`config.mk`:
```
export PLATFORM = sky130hd
export DESIGN_NAME = flit_nic
export DESIGN_NICKNAME = d
export VERILOG_FILES = /design/src/rtl/nic_pkg.sv /design/src/rtl/nic_fifo.sv /design/src/rtl/nic_ctrl.sv /design/src/rtl/nic_datapath.sv /design/src/rtl/flit_nic.sv
export SDC_FILE = /design/constraint.sdc
export NUM_CORES = 1
export LEC_CHECK = 0
export BUFFER_PORTS_ARGS = -buffer_cell sky130_fd_sc_hd__buf_2
export CORE_MARGIN = 2
export CORE_UTILIZATION = 25
export CTS_BUF_LIST = sky130_fd_sc_hd__clkbuf_2
export DETAILED_ROUTE_END_ITERATION = 10
export PLACE_DENSITY = 0.44
export SKIP_LAST_GASP = 1
export SLEW_MARGIN = 20
export SYNTH_ARGS = -nofsm -noshare
export SYNTH_HDL_FRONTEND = slang
export SYNTH_HIERARCHICAL = 1
export SYNTH_SLANG_ARGS = --single-unit
```
`constraint.sdc`:
```
create_clock -name clk -period 3.55 [get_ports clk]
set_input_delay 0.71 -clock clk [delete_from_list [all_inputs] [get_ports clk]]
set_output_delay 0.71 -clock clk [all_outputs]
set_load 0.005 [all_outputs]
```
`src/rtl/nic_pkg.sv`:
```
package nic_pkg;
  localparam int TYPE_W = 2;
  localparam logic [TYPE_W-1:0] TYPE_DATA = 2'b00;
  localparam logic [TYPE_W-1:0] TYPE_HEAD = 2'b01;
  localparam logic [TYPE_W-1:0] TYPE_TAIL = 2'b10;

  typedef struct packed {
    logic              outPush;
    logic [TYPE_W-1:0] outType;
    logic              outPop;
    logic              inPush;
    logic              inPop;
  } nic_ctrl_t;
endpackage

```
`src/rtl/nic_fifo.sv`:
```
module nic_fifo #(
  parameter int WIDTH = 10,
  parameter int DEPTH = 4
) (
  input  logic             clk,
  input  logic             rst_n,
  input  logic             push,
  input  logic             pop,
  input  logic [WIDTH-1:0] wrData,
  output logic [WIDTH-1:0] head,
  output logic             full,
  output logic             empty
);
  localparam int PTR_W = (DEPTH > 1) ? $clog2(DEPTH) : 1;
  localparam int CNT_W = $clog2(DEPTH + 1);
  localparam logic [PTR_W-1:0] LAST = PTR_W'(DEPTH - 1);

  logic [WIDTH-1:0] mem [DEPTH];
  logic [PTR_W-1:0] wrPtr, rdPtr;
  logic [CNT_W-1:0] count;

  assign full  = (count == CNT_W'(DEPTH));
  assign empty = (count == '0);
  assign head  = mem[rdPtr];

  always_ff @(posedge clk or negedge rst_n) begin
    if (!rst_n) begin
      wrPtr <= '0;
      rdPtr <= '0;
      count <= '0;
      for (int i = 0; i < DEPTH; i++) mem[i] <= '0;
    end else begin
      if (push) begin
        mem[wrPtr] <= wrData;
        wrPtr <= (wrPtr == LAST) ? '0 : wrPtr + 1'b1;
      end
      if (pop) rdPtr <= (rdPtr == LAST) ? '0 : rdPtr + 1'b1;
      case ({push, pop})
        2'b10:   count <= count + 1'b1;
        2'b01:   count <= count - 1'b1;
        default: count <= count;
      endcase
    end
  end
endmodule

```
`src/rtl/nic_ctrl.sv`:
```
module nic_ctrl
  import nic_pkg::*;
#(
  parameter int ADDR_W = 7
) (
  input  logic [ADDR_W-1:0] expAddr,
  input  logic              expRd,
  input  logic              expWr,
  input  logic              injNotFull,
  input  logic              ejWr,
  input  logic              outFull,
  input  logic              outEmpty,
  input  logic              inFull,
  input  logic              inEmpty,
  output nic_ctrl_t         ctrl
);
  localparam logic [ADDR_W-1:0] SLOT_HEAD = ADDR_W'((1 << ADDR_W) - 4);
  localparam logic [ADDR_W-1:0] SLOT_DATA = ADDR_W'((1 << ADDR_W) - 3);
  localparam logic [ADDR_W-1:0] SLOT_TAIL = ADDR_W'((1 << ADDR_W) - 2);
  localparam logic [ADDR_W-1:0] SLOT_READ = ADDR_W'((1 << ADDR_W) - 1);

  logic wrHit;
  logic [TYPE_W-1:0] wrType;

  always_comb begin
    wrHit  = 1'b0;
    wrType = TYPE_DATA;
    if (expWr) begin
      unique case (expAddr)
        SLOT_HEAD: begin wrHit = 1'b1; wrType = TYPE_HEAD; end
        SLOT_DATA: begin wrHit = 1'b1; wrType = TYPE_DATA; end
        SLOT_TAIL: begin wrHit = 1'b1; wrType = TYPE_TAIL; end
        default:   wrHit = 1'b0;
      endcase
    end
  end

  always_comb begin
    ctrl.outPush = wrHit && !outFull;
    ctrl.outType = wrType;
    ctrl.outPop  = !outEmpty && injNotFull;
    ctrl.inPush  = ejWr && !inFull;
    ctrl.inPop   = expRd && (expAddr == SLOT_READ) && !inEmpty;
  end
endmodule

```
`src/rtl/nic_datapath.sv`:
```
module nic_datapath
  import nic_pkg::*;
#(
  parameter int BYTE_W = 8,
  parameter int DEPTH  = 4,
  localparam int FLIT_W = BYTE_W + TYPE_W
) (
  input  logic              clk,
  input  logic              rst_n,
  input  nic_ctrl_t         ctrl,
  input  logic [BYTE_W-1:0] expWrData,
  output logic [BYTE_W-1:0] expRdData,
  output logic [7:0]        statusPort,
  output logic [FLIT_W-1:0] injData,
  output logic              injWr,
  input  logic [FLIT_W-1:0] ejData,
  output logic              ejNotFull,
  output logic              outFull,
  output logic              outEmpty,
  output logic              inFull,
  output logic              inEmpty
);
  logic [FLIT_W-1:0] outHead, inHead;
  logic [TYPE_W-1:0] headType, shownType;

  nic_fifo #(.WIDTH(FLIT_W), .DEPTH(DEPTH)) u_outq (
    .clk(clk), .rst_n(rst_n),
    .push(ctrl.outPush), .pop(ctrl.outPop),
    .wrData({ctrl.outType, expWrData}),
    .head(outHead), .full(outFull), .empty(outEmpty)
  );

  nic_fifo #(.WIDTH(FLIT_W), .DEPTH(DEPTH)) u_inq (
    .clk(clk), .rst_n(rst_n),
    .push(ctrl.inPush), .pop(ctrl.inPop),
    .wrData(ejData),
    .head(inHead), .full(inFull), .empty(inEmpty)
  );

  assign headType = inHead[FLIT_W-1 -: TYPE_W];

  always_comb begin
    if (inEmpty)                    shownType = TYPE_DATA;
    else if (headType == TYPE_HEAD) shownType = TYPE_HEAD;
    else if (headType == TYPE_TAIL) shownType = TYPE_TAIL;
    else                            shownType = TYPE_DATA;
  end

  assign injWr      = ctrl.outPop;
  assign injData    = ctrl.outPop ? outHead : '0;
  assign expRdData  = ctrl.inPop ? inHead[BYTE_W-1:0] : '0;
  assign ejNotFull  = !inFull;
  assign statusPort = {4'b0000, shownType, !inEmpty, outFull};
endmodule

```
`src/rtl/flit_nic.sv`:
```
module flit_nic
  import nic_pkg::*;
#(
  parameter int BYTE_W = 8,
  parameter int ADDR_W = 7,
  parameter int DEPTH  = 4,
  localparam int FLIT_W = BYTE_W + TYPE_W
) (
  input  logic              clk,
  input  logic              rst_n,
  input  logic [BYTE_W-1:0] expWrData,
  output logic [BYTE_W-1:0] expRdData,
  input  logic [ADDR_W-1:0] expAddr,
  input  logic              expRd,
  input  logic              expWr,
  output logic [7:0]        statusPort,
  output logic [FLIT_W-1:0] injData,
  output logic              injWr,
  input  logic              injNotFull,
  input  logic [FLIT_W-1:0] ejData,
  input  logic              ejWr,
  output logic              ejNotFull
);
  nic_ctrl_t ctrl;
  logic outFull, outEmpty, inFull, inEmpty;

  nic_ctrl #(.ADDR_W(ADDR_W)) u_ctrl (
    .expAddr(expAddr), .expRd(expRd), .expWr(expWr),
    .injNotFull(injNotFull), .ejWr(ejWr),
    .outFull(outFull), .outEmpty(outEmpty),
    .inFull(inFull), .inEmpty(inEmpty),
    .ctrl(ctrl)
  );

  nic_datapath #(.BYTE_W(BYTE_W), .DEPTH(DEPTH)) u_dp (
    .clk(clk), .rst_n(rst_n), .ctrl(ctrl),
    .expWrData(expWrData), .expRdData(expRdData),
    .statusPort(statusPort),
    .injData(injData), .injWr(injWr),
    .ejData(ejData), .ejNotFull(ejNotFull),
    .outFull(outFull), .outEmpty(outEmpty),
    .inFull(inFull), .inEmpty(inEmpty)
  );
endmodule

```
==> results of run 1 <==
## state kept, by name (all words and copies together) (netlist names)
signal / flops
u_dp/u_outq/count: 3
u_dp/u_outq/wrPtr: 2
u_dp/u_inq/rdPtr: 2
u_dp/u_inq/mem: 40
u_dp/u_inq/wrPtr: 2
u_dp/u_outq/mem: 40
u_dp/u_outq/rdPtr: 2
u_dp/u_inq/count: 3
## cell families after synthesis
family | Yosys count | share of synthesized area
xor+xnor | 6 | 0.0116
buf+inv | 27 | 0.0329
fa+ha+maj | 14 | 0.0421
compound gates | 5 | 0.00775
mux | 106 | 0.317
simple gates | 50 | 0.0681
flops | 94 | 0.520
other cells | 1 | 0.000829
## stage by stage
step | hold WS (ns) | power (mW)
final | 0.106 | 3.39
after global routing | 0.0479 | 3.65
after CTS | 0.0840 | 3.45
after detailed placement | 0.474 | 2.71
after global placement | 0.479 | 2.66
after floorplan | 0.414 | 2.43
## cell type report
cell class / count / area, sq um
timing repair buffer: 59 / 323
tap: 229 / 287
clock buffer: 9 / 45.0
multi-input combinational: 185 / 2030
sequential: 94 / 2350
clock inverter: 7 / 136
fill: 1823 / 12600
inverter: 15 / 56.3
## power by group
group,switching [mW],internal (mW),total [mW]
clock,0.367,0.369,0.736
combinational,0.391,0.606,0.997
sequential,0.245,1.41,1.66
## cells in the mapped netlist, drive strengths merged
| cell type | number | area (sq um) |
|---|---|---|
| a2111oi | 1 | 15.0 |
| and2 | 18 | 113 |
| and3 | 2 | 12.5 |
| buf | 12 | 92.6 |
| conb | 1 | 3.75 |
| dfrtp | 94 | 2350 |
| fa | 2 | 40.0 |
| ha | 12 | 150 |
| inv | 15 | 56.3 |
| mux2 | 84 | 946 |
| mux2i | 2 | 20.0 |
| mux4 | 20 | 465 |
| nand2 | 12 | 67.6 |
| nand3 | 1 | 5.00 |
| nand4 | 1 | 12.5 |
| nand4b | 1 | 8.76 |
| nor2 | 4 | 15.0 |
| nor2b | 2 | 12.5 |
| nor3 | 3 | 15.0 |
| nor3b | 2 | 15.0 |
| nor4 | 2 | 18.8 |
| o21ai | 4 | 20.0 |
| or3 | 2 | 12.5 |
| xnor2 | 2 | 17.5 |
| xor2 | 4 | 35.0 |
## worst min path at each step
stage	start	end	slack, ns	cells after the start
final	rst_n	u_dp/u_outq/count[1]$_DFFE_PN0P_	0.11	1
after global routing	rst_n	u_dp/u_outq/count[1]$_DFFE_PN0P_	0.05	1
after CTS	rst_n	u_dp/u_outq/count[1]$_DFFE_PN0P_	0.08	1
after detailed placement	u_dp/u_inq/count[2]$_DFFE_PN0P_	u_dp/u_inq/count[2]$_DFFE_PN0P_	0.47	1
after global placement	u_dp/u_inq/count[2]$_DFFE_PN0P_	u_dp/u_inq/count[2]$_DFFE_PN0P_	0.48	1
after floorplan	rst_n	u_dp/u_inq/count[0]$_DFFE_PN0P_	0.41	0
## per-layer routing
layer  global-route usage  up-vias  part of all wire
met2                0.186       45              0.52
li1                     -     1197                 -
met5                    0        -                 0
met3               0.0336       10             0.041
met1                0.122     1332              0.43
met4               0.0306        0             0.012
## worst max-delay path, cell delays in order (launching register included)
cell	delay, ns
dfrtp_1	0.89
mux4_1	0.63
and2_1	0.17
buf_2	0.12
==> results_dict.tcl, run 1 <==
set metrics [dict create \
    run_status "complete, no violations" \
    cp_max_fo 13 \
    cts_buffer_depth 2 \
    rsz0062_at_grt "false" \
    endpoint_kind "primary output" \
    maxCapViolations 0 \
    port_buffers 54 \
    cts_hold_buf 0 \
    mostFrequentLayoutCell "dfrtp_1" \
    cp.required_ns 2.84 \
    syn_area_sq_um 4520 \
    place_ws_ns 0.949 \
    grt_pass1_wl_mm 15.7 \
    layout-drive-gt1-share 0.504 \
    synth_cells 303 \
    drt.antenna.violating_nets 0 \
    grt_overflow 0 \
    fin_util 0.293 \
    slew_headroom 0.442 \
    place_inst 582 \
    vias 2584 \
    routabilityCongestion 0.723 \
    drt_first_pass_iters 4 \
    drtIter0Drc 75 \
    hold_viol_final 0 \
    drc 0 \
    die_area_sq_um 19200 \
    cp-endpoint "injData[9]" \
    mostFrequentLayoutCells "dfrtp_1 (94), mux2_2 (84), buf_2 (53)" \
    numClockSinks 94 \
    rrSetupSlack_ns 1.23 \
    fin_area_sq_um 5230 \
    cts_made_buffers 9 \
    die_h_um 138 \
    first_global_vias 2862 \
    wl_mm 9.49 \
    wl_per_cell_um 15.9 \
    antenna_found_initial 0 \
    avgSynthCellArea_sq_um 14.9 \
    ios 59 \
    cts-root-buf "clkbuf_2" \
    hold_path.class "primary input to asynchronous set/reset pin" \
    skew_ns 0.0177 \
    finalSetupViolations 0 \
    synth-seq-cells 94 \
    synth_cell_type_count 30 \
    fin_cells 598 \
    hpwl_mm 6.33 \
    path_class "flop to primary output" \
    reg2reg_from "u_dp/u_inq/count[0]$_DFFE_PN0P_" \
    viasPerCell 4.32 \
    cts_resized 0 \
    grtUsageTotal 0.105 \
    tightest_slew_ns 0.829 \
    power.density_nw_per_um2 648 \
    start_kind "flop" \
    r2r.worst_path.cells 10 \
    drv_slew 0 \
    ys_warn_count 6 \
    setup_slack_ns 0.470 \
    core_sq_um 17800 \
    finalNetCount 409 \
    p_leak_nw 2.47 \
    crit_arrival_ns 2.37 \
    area_growth_pct 15.7 \
    htreeDepth 3 \
    cts_tree "yes" \
    startpoint "u_dp/u_outq/rdPtr[0]$_DFFE_PN0P_" \
    row_count 49 \
    max_freq_ghz 0.325 \
    start_util 0.253 \
    grt_max_degree 55 \
    post-cts-setup-buffer-count 0 \
    clk_latency_ns 0.58 \
    r2r_end "u_dp/u_inq/count[2]$_DFFE_PN0P_" \
    tns_ns 0 \
    peakVddDrop_v 0.000280 \
    period_share 0.868 \
    antenna_cells 0 \
    synth_seq_area_share 0.520 \
    dieWidth_um 138 \
    clk_pin_slew_ns 0.23 \
    min_period_ns 3.08 \
    placed_cell_area_sq_um 5050 \
]
Note: power is estimated with default switching activity, not from simulation.
==> inputs of run 2 (changes only) <==
--- a/config.mk
+++ b/config.mk
@@ -15,5 +15,4 @@
 export SLEW_MARGIN = 20
 export SYNTH_ARGS = -nofsm -noshare
 export SYNTH_HDL_FRONTEND = slang
-export SYNTH_HIERARCHICAL = 1
 export SYNTH_SLANG_ARGS = --single-unit
==> results_dict.tcl, run 2 <==
set metrics [dict create \
    cts_resized 0 \
    grt_pass1_wl_mm 14.9 \
    grtUsageTotal 0.105 \
    mostFrequentLayoutCell "dfrtp_1" \
    cts_buffer_depth 2 \
    pwr-share-comb 0.316 \
    reg2reg_from "u_dp.u_inq.count[0]$_DFFE_PN0P_" \
    clk_pin_slew_ns 0.27 \
    skew_ns 0.0348 \
    row_count 48 \
    endpoint_kind "primary output" \
    path_cells "mux4_2 -> nor2b_1 -> buf_2" \
    sw_frac_of_total 0.315 \
    crit_arrival_ns 2.31 \
    numClockSinks 94 \
    port_buffers 54 \
    htreeDepth 3 \
    avgSynthCellArea_sq_um 14.7 \
    period_share 0.851 \
    rsz0062_at_grt "false" \
    synthTopCellsByCount "dfrtp_1 (94), mux2_2 (82), mux4_2 (20)" \
    drt.antenna.violating_nets 0 \
    power_mw 3.22 \
    cp_max_fo 13 \
    die_h_um 138 \
    wl_met3_um 427 \
    ys_warn_count 0 \
    reg.largest.list "u_dp.u_inq.mem (40), u_dp.u_outq.mem (40)" \
    ys_async_sr_fraction 1.00 \
    hold_path.class "primary input to asynchronous set/reset pin" \
    m1WireLength_mm 3.97 \
    max_freq_ghz 0.331 \
    cts-root-buf "clkbuf_2" \
    drv_slew 0 \
    p_leak_nw 2.40 \
    tightest_slew_ns 0.754 \
    path_class "flop to primary output" \
    seqPwrFrac 0.522 \
    die_area_sq_um 19000 \
    antenna_cells 0 \
    hpwl_mm 6.14 \
    startpoint "u_dp.u_outq.rdPtr[0]$_DFFE_PN0P_" \
    dr.max_layer_used "met4" \
    p_clk_frac 0.162 \
    cp.required_ns 2.84 \
    core_sq_um 17400 \
    antenna_found_initial 0 \
    critical_path.slowest_cell "dfrtp_1" \
    cts_tree "yes" \
    ios 59 \
    synth_top_family_by_area "multiplexers" \
    viasPerCell 4.33 \
    layout-drive-gt1-share 0.507 \
    route.met2.wl_mm 4.56 \
    synth_cells 304 \
    synth-seq-cells 94 \
    first_global_vias 2757 \
    synth-simple-area-share 0.0680 \
    wl_mm 9.08 \
    run_status "complete, no violations" \
    drc 0 \
    synth-xor-area-share 0.0118 \
    synthAdderAreaFrac 0.0426 \
    wl_per_cell_um 15.3 \
    fin_util 0.294 \
    synth_edf_count 0 \
    synth_compound_area_frac 0.0143 \
    start_kind "flop" \
    synth_mux_area_frac 0.310 \
    peakVddDrop_v 0.000240 \
    dieWidth_um 138 \
    start_util 0.257 \
    grt_max_degree 50 \
    cts_made_buffers 9 \
    synth_top_area_frac 0.526 \
    syn_area_sq_um 4470 \
    mostFrequentLayoutCells "dfrtp_1 (94), mux2_2 (82), buf_2 (53)" \
    post-cts-setup-buffer-count 0 \
    cts_hold_buf 0 \
    clk_latency_ns 0.57 \
    power.density_nw_per_um2 627 \
    synth.area.top_cells "dfrtp_1 (53%), mux2_2 (21%), mux4_2 (10%)" \
    drt_first_pass_iters 4 \
    yosysMostFrequentCell "dfrtp_1" \
    p_sw_mw 1.01 \
    yosysTopAreaCell "dfrtp_1" \
    synth_ff_type "dfrtp_1" \
    max_stage_delay_ns 0.89 \
    area_growth_pct 14.7 \
    routabilityCongestion 0.680 \
    synth_cell_type_count 28 \
    drtIter0Drc 60 \
    finalSetupViolations 0 \
    synth_seq_area_share 0.526 \
    min_period_ns 3.02 \
    finalNetCount 409 \
    hold_viol_final 0 \
    tns_ns 0 \
    slew_headroom 0.497 \
    vias 2572 \
    p_int_mw 2.20 \
    maxCapViolations 0 \
    grt_overflow 0 \
]
run 2: cell types whose count changed after synthesis, sizes merged, moves of 2 or more:
cell / before / now
a21o: 0 / 2
and2: 18 / 0
and3: 2 / 0
buf: 12 / 7
clkbuf: 0 / 4
mux2: 84 / 82
nand2: 12 / 16
nor2b: 2 / 19
run 2: area by class of cell:
cell class	count	area [sq um]
clock buffer	10	50.0
timing repair buffer	57	308
sequential	94	2350
inverter	15	56.3
multi-input combinational	187	2010
tap	225	282
fill	1815	12300
clock inverter	6	62.6
run 2: worst paths after layout:
check                                              endpoint  cells after the start  slack (ns)
min in group clk            u_dp.u_outq.mem[21]$_DFFE_PN0P_                      2        0.39
hold reg to reg            u_dp.u_outq.count[2]$_DFFE_PN0P_                      1        0.53
setup reg to reg            u_dp.u_inq.count[2]$_DFFE_PN0P_                      9        1.09
max in group asynchronous    u_dp.u_inq.mem[28]$_DFFE_PN0P_                      2        2.73
hold / removal             u_dp.u_outq.count[2]$_DFFE_PN0P_                      1        0.09
setup / recovery                                 injData[9]                      3        0.53
run 2: power by group through the flow:
| stage | Sequential [mW] | Clock (mW) | Combinational [mW] |
|---|---|---|---|
| final | 1.68 | 0.520 | 1.02 |
| after global routing | 1.74 | 0.609 | 1.14 |
| after CTS | 1.69 | 0.554 | 1.04 |
| after detailed placement | 1.71 | 0 | 1.04 |
| after global placement | 1.70 | 0 | 1.01 |
| after floorplan | 1.58 | 0 | 0.864 |
run 2: kinds of logic (layout without fill, tap and decap cells):
family	Yosys count	in the layout
buffers and inverters	26	88
AOI/OAI and AO/OA	9	9
muxes	103	103
xor gates and xnor gates	6	6
and+or+nand+nor	51	51
DFF	94	94
adders and majority gates	14	14
other	1	4
run 2: layer usage:
| metal | track usage | vias up |
|---|---|---|
| met5 | 0 | - |
| met4 | 0.0323 | 0 |
| met3 | 0.0302 | 12 |
| met2 | 0.181 | 46 |
| met1 | 0.127 | 1316 |
| li1 | - | 1198 |
run 2: per-stage QoR:
step / hold WS, ns / instance area (sq um) / instances / setup WS, ns
floorplan: 0.414 / 4480 / 307 / 0.887
finish: 0.0947 / 5120 / 594 / 0.528
global route: 0.0493 / 5120 / 594 / 0.283
CTS: 0.0732 / 5120 / 594 / 0.425
detailed placement: 0.487 / 5010 / 578 / 0.759
global placement: 0.482 / 5010 / 578 / 0.836
run 2: critical path: cells and delay by family, from the launching register on:
kind	cells	cell delay, ns
buf+inv	1	0.13
flops	1	0.89
mux	1	0.58
simple gates	1	0.15
